`src/rtl/irq_pkg.sv`:
```
package irq_pkg;
  localparam int SRC_N = 8;

  localparam int TX_RDY  = 0;
  localparam int RX_THR  = 1;
  localparam int RST_DET = 2;
  localparam int TX_UND  = 3;
  localparam int RX_OVF  = 4;
  localparam int WAKE    = 5;
  localparam int EXT     = 6;
  localparam int LOW_BAT = 7;

  // bits cleared by a status read
  localparam logic [SRC_N-1:0] RTC_MASK = 8'b1011_1100;

  typedef struct packed {
    logic [SRC_N-1:0] setVec;
    logic [SRC_N-1:0] clrVec;
    logic             capture;
  } irqStrobes_t;
endpackage

```
`src/rtl/irq_ctrl.sv`:
```
module irq_ctrl
  import irq_pkg::*;
#(
  parameter int LEVEL_W = 4
) (
  input  logic               clk,
  input  logic               rstN,
  input  logic               txEn,
  input  logic               txChainEn,
  input  logic               fifoEn,
  input  logic               rxChainEn,
  input  logic               wakeEn,
  input  logic               battEn,
  input  logic               extMode,
  input  logic               txEmptyEvt,
  input  logic               txUnderEvt,
  input  logic               txWrite,
  input  logic               rxLevelEvt,
  input  logic               rxOverEvt,
  input  logic               rxDrained,
  input  logic               porPulse,
  input  logic               swResetPulse,
  input  logic               wakeEvt,
  input  logic               extPin,
  input  logic [LEVEL_W-1:0] supplyLevel,
  input  logic [LEVEL_W-1:0] battThresh,
  input  logic               statusRd,
  input  logic [SRC_N-1:0]   statusQ,
  output irqStrobes_t        strobes
);
  logic             rdPendQ;
  logic [SRC_N-1:0] snapQ;
  logic             txOn, rxOn;

  assign txOn = txEn && txChainEn;
  assign rxOn = fifoEn && rxChainEn;

  always_ff @(posedge clk or negedge rstN) begin
    if (!rstN) begin
      rdPendQ <= 1'b0;
      snapQ   <= '0;
    end else begin
      rdPendQ <= statusRd;
      snapQ   <= statusRd ? statusQ : '0;
    end
  end

  always_comb begin
    strobes.setVec          = '0;
    strobes.setVec[TX_RDY]  = txOn && txEmptyEvt;
    strobes.setVec[RX_THR]  = rxOn && rxLevelEvt;
    strobes.setVec[RST_DET] = porPulse || swResetPulse;
    strobes.setVec[TX_UND]  = txOn && txUnderEvt;
    strobes.setVec[RX_OVF]  = rxOn && rxOverEvt;
    strobes.setVec[WAKE]    = wakeEn && wakeEvt;
    strobes.setVec[EXT]     = extMode && extPin;
    strobes.setVec[LOW_BAT] = battEn && (supplyLevel < battThresh);

    strobes.clrVec          = rdPendQ ? (snapQ & RTC_MASK) : '0;
    strobes.clrVec[TX_RDY]  = txWrite || !txOn;
    strobes.clrVec[RX_THR]  = rxDrained || !rxOn;
    strobes.clrVec[EXT]     = 1'b1;

    strobes.capture         = statusRd;
  end
endmodule

```
`src/rtl/irq_datapath.sv`:
```
module irq_datapath
  import irq_pkg::*;
(
  input  logic             clk,
  input  logic             rstN,
  input  irqStrobes_t      strobes,
  output logic [SRC_N-1:0] statusQ,
  output logic [SRC_N-1:0] rdDataQ
);
  always_ff @(posedge clk or negedge rstN) begin
    if (!rstN) begin
      statusQ <= '0;
      rdDataQ <= '0;
    end else begin
      statusQ <= (statusQ & ~strobes.clrVec) | strobes.setVec;
      if (strobes.capture) rdDataQ <= statusQ;
    end
  end

  for (genvar i = 0; i < SRC_N; i++) begin : g_setChk

    set_wins_chk: assert property (@(posedge clk) disable iff (!rstN)
      strobes.setVec[i] |=> statusQ[i]);
  end


  capture_word_chk: assert property (@(posedge clk) disable iff (!rstN)
    strobes.capture |=> rdDataQ == $past(statusQ));
endmodule

```
`src/rtl/irq_status_ctrl.sv`:
```
module irq_status_ctrl
  import irq_pkg::*;
#(
  parameter int LEVEL_W = 4
) (
  input  logic               clk,
  input  logic               rstN,
  input  logic               txEn,
  input  logic               txChainEn,
  input  logic               fifoEn,
  input  logic               rxChainEn,
  input  logic               wakeEn,
  input  logic               battEn,
  input  logic               extMode,
  input  logic               txEmptyEvt,
  input  logic               txUnderEvt,
  input  logic               txWrite,
  input  logic               rxLevelEvt,
  input  logic               rxOverEvt,
  input  logic               rxDrained,
  input  logic               porPulse,
  input  logic               swResetPulse,
  input  logic               wakeEvt,
  input  logic               extPin,
  input  logic [LEVEL_W-1:0] supplyLevel,
  input  logic [LEVEL_W-1:0] battThresh,
  input  logic               statusRd,
  output logic               irqN,
  output logic [SRC_N-1:0]   statusOut,
  output logic [SRC_N-1:0]   rdData
);
  irqStrobes_t      strobes;
  logic [SRC_N-1:0] statusQ;

  irq_ctrl #(.LEVEL_W(LEVEL_W)) u_ctrl (
    .clk(clk), .rstN(rstN),
    .txEn(txEn), .txChainEn(txChainEn), .fifoEn(fifoEn), .rxChainEn(rxChainEn),
    .wakeEn(wakeEn), .battEn(battEn), .extMode(extMode),
    .txEmptyEvt(txEmptyEvt), .txUnderEvt(txUnderEvt), .txWrite(txWrite),
    .rxLevelEvt(rxLevelEvt), .rxOverEvt(rxOverEvt), .rxDrained(rxDrained),
    .porPulse(porPulse), .swResetPulse(swResetPulse), .wakeEvt(wakeEvt),
    .extPin(extPin), .supplyLevel(supplyLevel), .battThresh(battThresh),
    .statusRd(statusRd), .statusQ(statusQ), .strobes(strobes)
  );

  irq_datapath u_dp (
    .clk(clk), .rstN(rstN), .strobes(strobes),
    .statusQ(statusQ), .rdDataQ(rdData)
  );

  assign statusOut = statusQ;
  assign irqN      = ~(|statusQ);


  rst_det_hold_chk: assert property (@(posedge clk) disable iff (!rstN)
    $fell(statusOut[RST_DET]) |-> $past(statusRd, 2));


  ext_follow_chk: assert property (@(posedge clk) disable iff (!rstN)
    1'b1 |=> statusOut[EXT] == $past(extMode && extPin));


  wake_qual_chk: assert property (@(posedge clk) disable iff (!rstN)
    $rose(statusOut[WAKE]) |-> $past(wakeEn && wakeEvt));
endmodule

```
`config.mk`:
```
export PLATFORM = sky130hd
export DESIGN_NAME = irq_status_ctrl
export DESIGN_NICKNAME = d
export VERILOG_FILES = /design/src/rtl/irq_pkg.sv /design/src/rtl/irq_ctrl.sv /design/src/rtl/irq_datapath.sv /design/src/rtl/irq_status_ctrl.sv
export SDC_FILE = /design/constraint.sdc
export NUM_CORES = 1
export LEC_CHECK = 0
export ABC_AREA = 0
export BUFFER_PORTS_ARGS = -buffer_cell sky130_fd_sc_hd__buf_2
export CAP_MARGIN = 15
export CORE_MARGIN = 2
export CORE_UTILIZATION = 35
export DETAILED_ROUTE_END_ITERATION = 7
export PLACE_DENSITY = 0.6
export SLEW_MARGIN = 20
export SYNTH_ARGS = -nofsm -noshare
export SYNTH_HDL_FRONTEND = slang
export SYNTH_HIERARCHICAL = 1
export SYNTH_SLANG_ARGS = --single-unit
```
`constraint.sdc`:
```
create_clock -name clk -period 2.2 [get_ports clk]
set_clock_uncertainty 0.05 [all_clocks]
set_input_delay 0.44 -clock clk [delete_from_list [all_inputs] [get_ports clk]]
set_output_delay 0.44 -clock clk [all_outputs]
set_load 0.02 [all_outputs]
```
==> impl_metrics.py <==
metrics = {
    "status": {
        "status": "finished clean",
    },
    "synthesis": {
        "synth.avg_cell_area_sq_um": 12.0,
        "ys_async_sr_fraction_pct": 100,
        "syn_area_sq_um": 1020,
        "synth_edf_count": 0,
        "yosysWarningCount": 6,
        "yosys.area.top_type": "dfrtp_1",
        "netlist_instances": 85,
        "synthTopCellsByArea": "dfrtp_1 (54%), mux2_4 (12%), and2_1 (7.4%), a21o_1 (6.6%), inv_1 (4.4%)",
        "ys_ff_latch": 22,
        "yosys-top-cells-count": "dfrtp_1 (22), and2_1 (12), inv_1 (12)",
        "synth.distinct_cells": 19,
        "synth_top_area_share_pct": 54.1,
        "synth.most_common_cell": "dfrtp_1",
        "synthesis.nets": 116,
        "ys.flop_type": "dfrtp_1",
        "yosysSeqAreaShare_pct": 54.1,
    },
    "layout": {
        "fillers": 278,
        "post-route-util_pct": 46.2,
        "multi_input_area_sq_um": 397,
        "layout.cells.non_filler": 160,
        "area_growth_pct": 25.1,
        "layout-drive-gt1-share_pct": 43.4,
        "final-seq-area_sq_um": 551,
        "design_area_sq_um": 1270,
        "nets": 162,
        "n_antenna_cell": 0,
    },
    "sta": {
        "setup_viol": 0,
        "tns_ps": 0,
        "hold_viol_final": 0,
        "fmax_mhz": 485,
        "finalCriticalPeriod_ps": 2060,
        "rsz0062_at_grt": "no",
        "drv_slew": 0,
        "fin_ws_ps": 138,
        "finalCritPeriodShare_pct": 93.7,
        "whs_ps": 22.1,
    },
    "hold_path": {
        "hold_class": "primary input to async pin",
    },
    "place": {
        "dp_hpwl_mm": 1.54,
        "gp_congestion": 0.671,
        "dp_cells": 157,
        "io_buffers": 44,
        "post-place-ws_ps": 480,
        "placed_area_sq_um": 1250,
    },
    "routing": {
        "drt-total-wl_mm": 1.98,
        "drc": 0,
        "dr_total_vias": 749,
        "dr.pass1.iters": 2,
        "viasPerCell": 4.68,
        "wire_per_inst_um": 12.4,
        "antenna_left": 0,
        "drtIter0Drc": 7,
    },
    "setup_path": {
        "start_kind": "register",
        "worst-path-buf-inv": 1,
        "critPathRequiredTime_ps": 1710,
        "crit_path_max_incr_delay_ps": 550,
        "cp_slowest_cell": "or4_1",
        "cp.depth": 3,
        "cp_top_family": "simple AND/OR/NAND/NOR gates",
        "path_class": "register to primary output",
        "crit_arrival_ps": 1570,
        "crit_fanout": 5,
        "cp-end-kind": "primary output",
        "reg2reg_depth": 3,
        "cp_cell_sequence": "or4_1 -> nor2_1 -> buf_2",
    },
    "job": {
        "max-cap-violations": 0,
    },
    "global_route": {
        "grt_pass1_vias": 752,
        "grt_usage_pct": 12.9,
        "grt_pass1_wl_mm": 3.23,
        "grt_max_degree": 23,
        "antenna_found_initial": 0,
        "overflow": 0,
    },
    "clock_tree": {
        "cts_tree": "built",
        "clk_pin_slew_ps": 120,
        "root_buffer": "clkbuf_4",
        "cts.sinks": 22,
        "cts_buffers": 3,
        "htree_levels": 1,
        "cts_resized": 0,
        "clockBufferDepth": 2,
        "cts_hold_buf": 0,
        "cts_setup_buffers": 0,
        "clk_latency_ps": 300,
    },
    "floorplan": {
        "core_area_sq_um": 2760,
        "rows": 19,
        "io_pins": 45,
        "dieArea_sq_um": 3360,
        "die_y_um": 57.9,
        "die_w_um": 57.9,
        "start_util_pct": 36.9,
    },
    "power": {
        "p_leak_nw": 0.732,
        "power.density_nw_per_um2": 713,
        "power_mw": 0.909,
        "ir_worst_vdd_uv": 400,
    },
}
-- state kept, by name (all words and copies together), names as in the netlist --
register	count
u_dp/rdDataQ	8
u_dp/statusQ	8
u_ctrl/snapQ	5
u_ctrl/rdPendQ	1
-- routing by layer --
layer,wire length [um],track usage (%),vias up
li1,-,-,365
met1,830,14.8,343
met2,926,22.1,37
met3,191,3.79,4
met4,27,5.98,0
met5,0,0,-
-- worst paths after layout --
kind,startpoint,endpoint,slack (ps)
max in group asynchronous,rstN,u_dp/rdDataQ[7],1740
min in group clk,swResetPulse,u_dp/statusQ[2],340
min,rstN,u_dp/statusQ[0],20
max reg2reg,u_ctrl/rdPendQ,u_dp/statusQ[4],1280
max,u_dp/statusQ[7],irqN,140
min reg2reg,u_dp/rdDataQ[3],u_dp/rdDataQ[3],470
-- cells in the final DEF (no fill, tap or decap), types with 3 or more instances in the layout --
cell type,instances
a21o_1,9
and2_1,12
and3_1,4
buf_2,44
clkbuf_4,3
dfrtp_1,22
ha_1,3
inv_1,12
mux2_4,8
-- cells by family (layout without fill, tap and decap cells) --
kind of cell	Yosys count	in the layout	share of synthesized area [%]
compound gates	11	11	7.62
fa+ha+maj	3	3	3.69
buf+inv	15	59	7.00
flops	22	22	54.1
mux	8	8	11.8
other cells	1	1	0.368
simple gates	25	25	15.5
-- final cells by class --
cell class              instances  area share (%)
clock buffers                   3            1.77
inverters                      12            3.54
multi-input cells              48            31.1
flip-flops and latches         22            43.2
well taps                      31            3.05
repair buffers                 44            17.3
-- power breakdown --
group | internal [mW] | total (mW) | switching, mW
clock | 0.0639 | 0.180 | 0.116
combinational | 0.112 | 0.232 | 0.120
sequential | 0.459 | 0.497 | 0.0378
-- worst reg2reg max path: stages, from the launching register on --
cell and delay, ps:
dfrtp_1 420, and2_1 140, inv_1 50, a21o_1 170
Power figures use the tool's default switching activity.
